==> src/rtl/subband_xpose_rearr.sv <==
module subband_xpose_rearr #(
  parameter int W   = 15,
  parameter int NPU = 2
) (
  input  logic              clk,
  input  logic              rst_n,
  input  logic              row_vld,
  input  logic              row_sos,
  input  logic [NPU*W-1:0]  row_h,
  input  logic [NPU*W-1:0]  row_l,
  output logic              xp_vld,
  output logic              xp_is_l,
  output logic [NPU*W-1:0]  xp_a,
  output logic [NPU*W-1:0]  xp_b,
  input  logic              col_vld,
  input  logic              col_sos,
  input  logic [NPU*W-1:0]  col_x,
  input  logic [NPU*W-1:0]  col_y,
  output logic              sb_vld,
  output logic [NPU*W-1:0]  sb_ll,
  output logic [NPU*W-1:0]  sb_lh,
  output logic [NPU*W-1:0]  sb_hl,
  output logic [NPU*W-1:0]  sb_hh
);
  localparam int BW = NPU * W;

  logic          rph, cph, l_pend;
  logic [BW-1:0] hold_h, hold_l, lq_a, lq_b, lat_hl, lat_hh;
  logic          row_close, col_close;

  assign row_close = row_vld && !row_sos && rph;
  assign col_close = col_vld && !col_sos && cph;

  // transpose side: two row beats -> H pair, then L pair
  always_ff @(posedge clk) begin
    if (!rst_n) begin
      rph     <= 1'b0;
      l_pend  <= 1'b0;
      hold_h  <= '0;
      hold_l  <= '0;
      lq_a    <= '0;
      lq_b    <= '0;
      xp_vld  <= 1'b0;
      xp_is_l <= 1'b0;
      xp_a    <= '0;
      xp_b    <= '0;
    end else begin
      if (row_vld) begin
        rph <= !row_close;
        if (!row_close) begin
          hold_h <= row_h;
          hold_l <= row_l;
        end
      end
      if (row_close) begin
        xp_a    <= hold_h;
        xp_b    <= row_h;
        lq_a    <= hold_l;
        lq_b    <= row_l;
        xp_vld  <= 1'b1;
        xp_is_l <= 1'b0;
        l_pend  <= 1'b1;
      end else if (l_pend) begin
        xp_a    <= lq_a;
        xp_b    <= lq_b;
        xp_vld  <= 1'b1;
        xp_is_l <= 1'b1;
        l_pend  <= 1'b0;
      end else begin
        xp_vld  <= 1'b0;
      end
    end
  end

  // rearrange side: (HL,HH) latched, (LL,LH) completes the group
  always_ff @(posedge clk) begin
    if (!rst_n) begin
      cph    <= 1'b0;
      lat_hl <= '0;
      lat_hh <= '0;
      sb_vld <= 1'b0;
      sb_ll  <= '0;
      sb_lh  <= '0;
      sb_hl  <= '0;
      sb_hh  <= '0;
    end else begin
      if (col_vld) begin
        cph <= !col_close;
        if (!col_close) begin
          lat_hl <= col_x;
          lat_hh <= col_y;
        end
      end
      if (col_close) begin
        sb_ll  <= col_x;
        sb_lh  <= col_y;
        sb_hl  <= lat_hl;
        sb_hh  <= lat_hh;
        sb_vld <= 1'b1;
      end else begin
        sb_vld <= 1'b0;
      end
    end
  end

  p_h_needs_row_r2: assert property (@(posedge clk) disable iff (!rst_n)
    (xp_vld && !xp_is_l) |-> $past(row_vld));
  p_l_follows_h_r3: assert property (@(posedge clk) disable iff (!rst_n)
    (xp_vld && !xp_is_l) |=> (xp_vld && xp_is_l));
  p_grp_needs_col_r5: assert property (@(posedge clk) disable iff (!rst_n)
    sb_vld |-> $past(col_vld));
  p_single_pulse_r7: assert property (@(posedge clk) disable iff (!rst_n)
    sb_vld |=> !sb_vld);
  p_xp_hold_r7: assert property (@(posedge clk) disable iff (!rst_n)
    !xp_vld |-> ($stable(xp_a) && $stable(xp_b)));
  p_sb_hold_r7: assert property (@(posedge clk) disable iff (!rst_n)
    !sb_vld |-> ($stable(sb_ll) && $stable(sb_lh) && $stable(sb_hl) && $stable(sb_hh)));
  p_idle_quiet_r9: assert property (@(posedge clk) disable iff (!rst_n)
    (!col_vld) |=> !sb_vld);
endmodule

==> config.mk <==
export PLATFORM = sky130hd
export DESIGN_NAME = subband_xpose_rearr
export DESIGN_NICKNAME = d
export VERILOG_FILES = /design/src/rtl/subband_xpose_rearr.sv
export SDC_FILE = /design/constraint.sdc
export NUM_CORES = 1
export LEC_CHECK = 0
export BUFFER_PORTS_ARGS = -buffer_cell sky130_fd_sc_hd__buf_2
export CAP_MARGIN = 20
export CORE_MARGIN = 2
export CORE_UTILIZATION = 57
export CTS_CLUSTER_DIAMETER = 100
export DETAILED_ROUTE_END_ITERATION = 16
export GPL_TIMING_DRIVEN = 0
export PLACE_DENSITY_LB_ADDON = 0.3
export SYNTH_ARGS = -nofsm -noshare
export SYNTH_HDL_FRONTEND = slang
export SYNTH_SLANG_ARGS = --single-unit
==> constraint.sdc <==
create_clock -name clk -period 1.86 [get_ports clk]
set_input_delay 0 -clock clk [delete_from_list [all_inputs] [get_ports clk]]
set_output_delay 0 -clock clk [all_outputs]
set_load 0.01 [all_outputs]
# Yosys cells after proc, flatten, opt, wreduce, memory -nomap -nowiden
# Cells that the tools add are included.
# word_totals
register_bits	366
out_inout_bits	183
# op_classes
n_mux	8
bitwise_logic	3
n_reduce_logical	12
# ops
cell	count
30-bit 2-to-1 mux	4
1-bit logical AND	4
1-bit logical NOT	4
1-bit 2-to-1 mux	4
2-bit AND reduction	2
1-bit NOT	3
2-bit nonzero test	1
2-bit OR reduction	1

# Logic depth before layout (Yosys ltp)
# logic_depth
word_depth	5
ltp_mapped	6

# Least setup slack after synthesis
# No wires, ideal clock.
# synth_timing
path_type	reg2reg
from	register cph
to	register sb_hh[17]
setup_ps	117
t_arrival_ps	1052
required_time_ps	1743
setup_slack_ps	692
path_stages_with_launch	6
path_buffers	3
synth_period_minus_slack_ps	1168
cell_sequence	dfxtp_1 -> and4_1 -> buf_2 -> buf_6 -> buf_6 -> a22o_1
# synth_via
elab_chain_cells	1
# synth_lines
element	line_no	text
from (decl)	27	logic rph, cph, l_pend;
from (signal assigned)	88	cph <= !col_close;
1-bit logical AND	32	assign col_close = col_vld && !col_sos && cph;
to (signal assigned)	98	sb_hh <= lat_hh;
to (decl)	23	output logic [NPU*W-1:0] sb_hh
# No other way between the ends.
# A chain may end at the register's enable or synchronous reset.

# Worst setup path after layout
# layout_timing
from	register rph
to	register xp_b[26]
# layout_via
elab_chain_cells	2
# layout_lines
element	line_no	text
from (decl)	27	
from (signal assigned)	49	rph <= !row_close;
1-bit logical AND (*)	31	assign row_close = row_vld && !row_sos && rph;
30-bit 2-to-1 mux or 2-bit nonzero test (tied branches)	-	
to (signal assigned)	57	xp_b <= row_h;
to (signal assigned)	65	xp_b <= lq_b;
to (decl)	14	output logic [NPU*W-1:0] xp_b,
# Every way passes the cells marked *; elsewhere a longest branch is shown, timed or not.

==> results by group <==
Run status
  – Status: finished, final reports clean

Placement
  – HPWL Detailed: 26400 um
  – IO buf count: 308
  – Area after DPL: 14900 um2
  – Gp weighted congestion: 0.857

Detailed routing
  – Final wirelength: 40600 um
  – Via/cell ratio: 5.72
  – Drt drc: 0
  – Drt wl/cell: 19.8 um
  – Vias: 11800
  – 1st-iter DRT viols: ~670
  – Antenna Violating Nets Remaining: 0
  – Drt first pass iters: 5

Yosys
  – Xor and xnor area share after synthesis: 0
  – Post-Syn Area per Cell: 10.2 um2
  – Simple-gate share of the synthesized area: 0.0953
  – Gate Count Post-Synth: 1277
  – Distinct cells, synth: 21
  – Post-synth net total: roughly 1400
  – Register area share after synthesis: 0.563
  – Synth Area in Adders: 0
  – Synth warn: 0
  – Main combinational cell family by area after synthesis: compound AO/OA/AOI/OAI gates
  – Synth Cell Area: between 10000 and 15000 um2
  – FF+latch count, synth: 366
  – Post-synthesis mux area share: 0.138
  – Compound-gate portion of the synthesized area: 0.154

Layout
  – Layout cells sized above 1: 0.256
  – Layout Nets: 1875
  – Design area: roughly 17000 um2
  – Syn-to-layout area delta: 33.3%

Timing
  – Tmin final: 1.65 ns
  – Setup violators final: 0
  – Fin. max-slew vios: 0
  – Tcrit/Tclk final: 0.885
  – RSZ-0062 raised after global routing: no
  – Rel. slew slack: 0.547
  – Worst-margin pin slew: just under 0.7 ns
  – TNS Setup: 0 ns
  – Fmax: 608 MHz
  – Final hold violations: 0
  – Clock skew: between 0.005 and 0.006 ns

Power
  – Max rail drop VDD: 0.000697 V
  – P_leak: 7.85 nW
  – Power per Cell Area: 994 nW/um2

Clocking
  – Cts bufs inserted: 37
  – Clk sinks: 366
  – Longest Clk Path Bufs: 3
  – Resized Gates After CTS: 0
  – CTS H-tree lvls: 2
  – Clock Tree Root: clkbuf_16
  – CTS tree: done
  – CTS clk-pin slew, worst paths: 0.06 ns
  – Clock latency on the worst-skew pair: 0.51 ns

Worst setup path
  – R2R Path End: xp_b[26]
  – CP max stage cell: clkbuf_1
  – CP Data Required Time: between 2 and 2.5 ns
  – Crit-path cells: nand3b_2 -> buf_2 -> clkbuf_1 -> a21oi_1
  – Reg2Reg Depth: 4
  – Worst Setup Start Kind: flop
  – Critical-path maximum fanout: 10
  – Flop-to-flop setup slack: between 0.2 and 0.25 ns
  – Crit path kind: flop to flop
  – CP endpoint kind: flop
  – WP data arrival: about 2 ns
  – Slowest stage delay, CP: 0.55 ns
  – Worst r2r src: rph

Floorplanning
  – Chip Height: between 150 and 200 um
  – Core Region: 22500 um2
  – Rows: 55
  – Die area: 24100 um2
  – Ports: 309
  – Initial Utilization: 0.578
  – Chip width: 155 um

GRT
  – GRT overflow: 0
  – First-pass GRT wire length: 62700 um
  – Largest net degree at the start of global routing: 15
  – GRT Util Overall: 0.328
  – Vias in the first global route: 12000
  – Initial antenna violation count: 1

Job
  – Max_cap viols: 0

Worst hold path
  – Hold_sp: col_sos
  – Hold Path Depth: 5
  – WHS Endpoint: cph
  – Hold crit path type: input pin to flop
-- what timing repair did --
action                                 4_1_cts  5_1_grt
endpoints found under the hold margin      245        0
setup buffers                                0        0
hold buffers                               125        0
-- through the flow --
step / power, mW / setup slack [ns] / util / instances / hold WS [ns]
after floorplan: 9.24 / 0.692 / - / 1277 / 0.110
after global placement: 9.76 / 0.346 / 0.663 / 1870 / 0.233
after detailed placement: 9.81 / 0.299 / 0.663 / 1870 / 0.241
after CTS: 17.2 / 0.292 / 0.771 / 2055 / 0.197
after global routing: 17.7 / 0.170 / 0.771 / 2055 / 0.235
final: 17.2 / 0.214 / 0.771 / 2056 / 0.205
-- worst max-delay path, delay by kind of cell (launching register included) --
kind            cells  cell delay, ns
compound gates      1            0.15
flops               1            0.33
simple gates        1            0.19
buf+inv             2            0.81
-- cells in the mapped netlist --
library cell  number  area [um2]
a21boi_0           1        7.51
inv_2              1        3.75
o21ai_0          122         611
buf_1              3        11.3
inv_1              2        7.51
clkbuf_1          21        78.8
mux2i_1          180        1800
a22o_1           120        1050
nor2_1             4        15.0
nand2_1          241         905
buf_2             67         335
nand3b_2           1        11.3
a21oi_1           60         300
o21a_1             2        15.0
o21ai_1            1        5.00
buf_6             10         113
dfxtp_1          366        7330
a31oi_2            1        12.5
buf_4             13        97.6
nand3_1           60         300
and4_1             1        8.76
-- sequential cells by signal, summed over array words and instances (netlist names) --
name / cells
hold_h: 30
hold_l: 30
lat_hh: 30
lat_hl: 30
lq_a: 30
lq_b: 30
sb_hh: 30
sb_hl: 30
sb_lh: 30
sb_ll: 30
xp_a: 30
xp_b: 30
cph: 1
l_pend: 1
rph: 1
sb_vld: 1
xp_is_l: 1
xp_vld: 1
-- per-layer routing --
layer | routed length (um) | share of wire | up-vias | global-route usage
li1 | - | - | 5418 | -
met1 | 15500 | 0.38 | 5607 | 0.385
met2 | 19700 | 0.49 | 597 | 0.568
met3 | 3510 | 0.086 | 144 | 0.0780
met4 | 1890 | 0.047 | 0 | 0.155
met5 | 0 | 0 | - | 0
-- area by class of cell --
type | count | area, um2
Clock buffer | 53 | 1070
Fill cell | 1456 | 5150
Timing Repair Buffer | 433 | 2790
Buffer | 114 | 636
Multi-Input combinational cell | 794 | 5040
Inverter | 3 | 11.3
Sequential cell | 366 | 7330
Tap cell | 285 | 357
Antenna cell | 1 | 2.50
Clock inverter | 7 | 113
-- layout by cell type, fill, tap and decap left out, types with 2 or more instances in the layout --
cell type      netlist  layout
buf_2               67     375
dfxtp_1            366     366
nand2_1            241     241
mux2i_1            180     180
dlygate4sd3_1        0     125
o21ai_0            122     122
a22o_1             120     120
a21oi_1             60      60
nand3_1             60      60
clkbuf_16            0      37
clkbuf_1            21      29
buf_4               13      13
buf_6               10      10
clkbuf_8             0       8
nor2_1               4       4
buf_1                3       3
clkinv_2             0       3
bufinv_16            0       3
inv_1                2       2
o21a_1               2       2
-- cells by family after synthesis --
| logic type | Yosys count |
|---|---|
| DFF | 366 |
| AOI/OAI and AO/OA | 307 |
| and+or+nand+nor | 307 |
| muxes | 180 |
| buffers and inverters | 117 |
-- worst max-delay path by stage --
stage               startpoint        end  cells past startpoint  slack, ns
floorplan                  cph  sb_hh[17]                      5       0.69
global placement           rph   xp_b[27]                      4       0.35
detailed placement         rph   xp_b[26]                      4       0.30
CTS                        rph    xp_a[0]                      4       0.29
global route               rph   xp_b[24]                      4       0.17
finish                     rph   xp_b[26]                      4       0.21
-- power by group --
part / internal (mW) / switching, mW
clock network: 4.37 / 2.97
logic: 0.709 / 0.873
registers: 8.16 / 0.170
(Power assumes the default switching activity.)
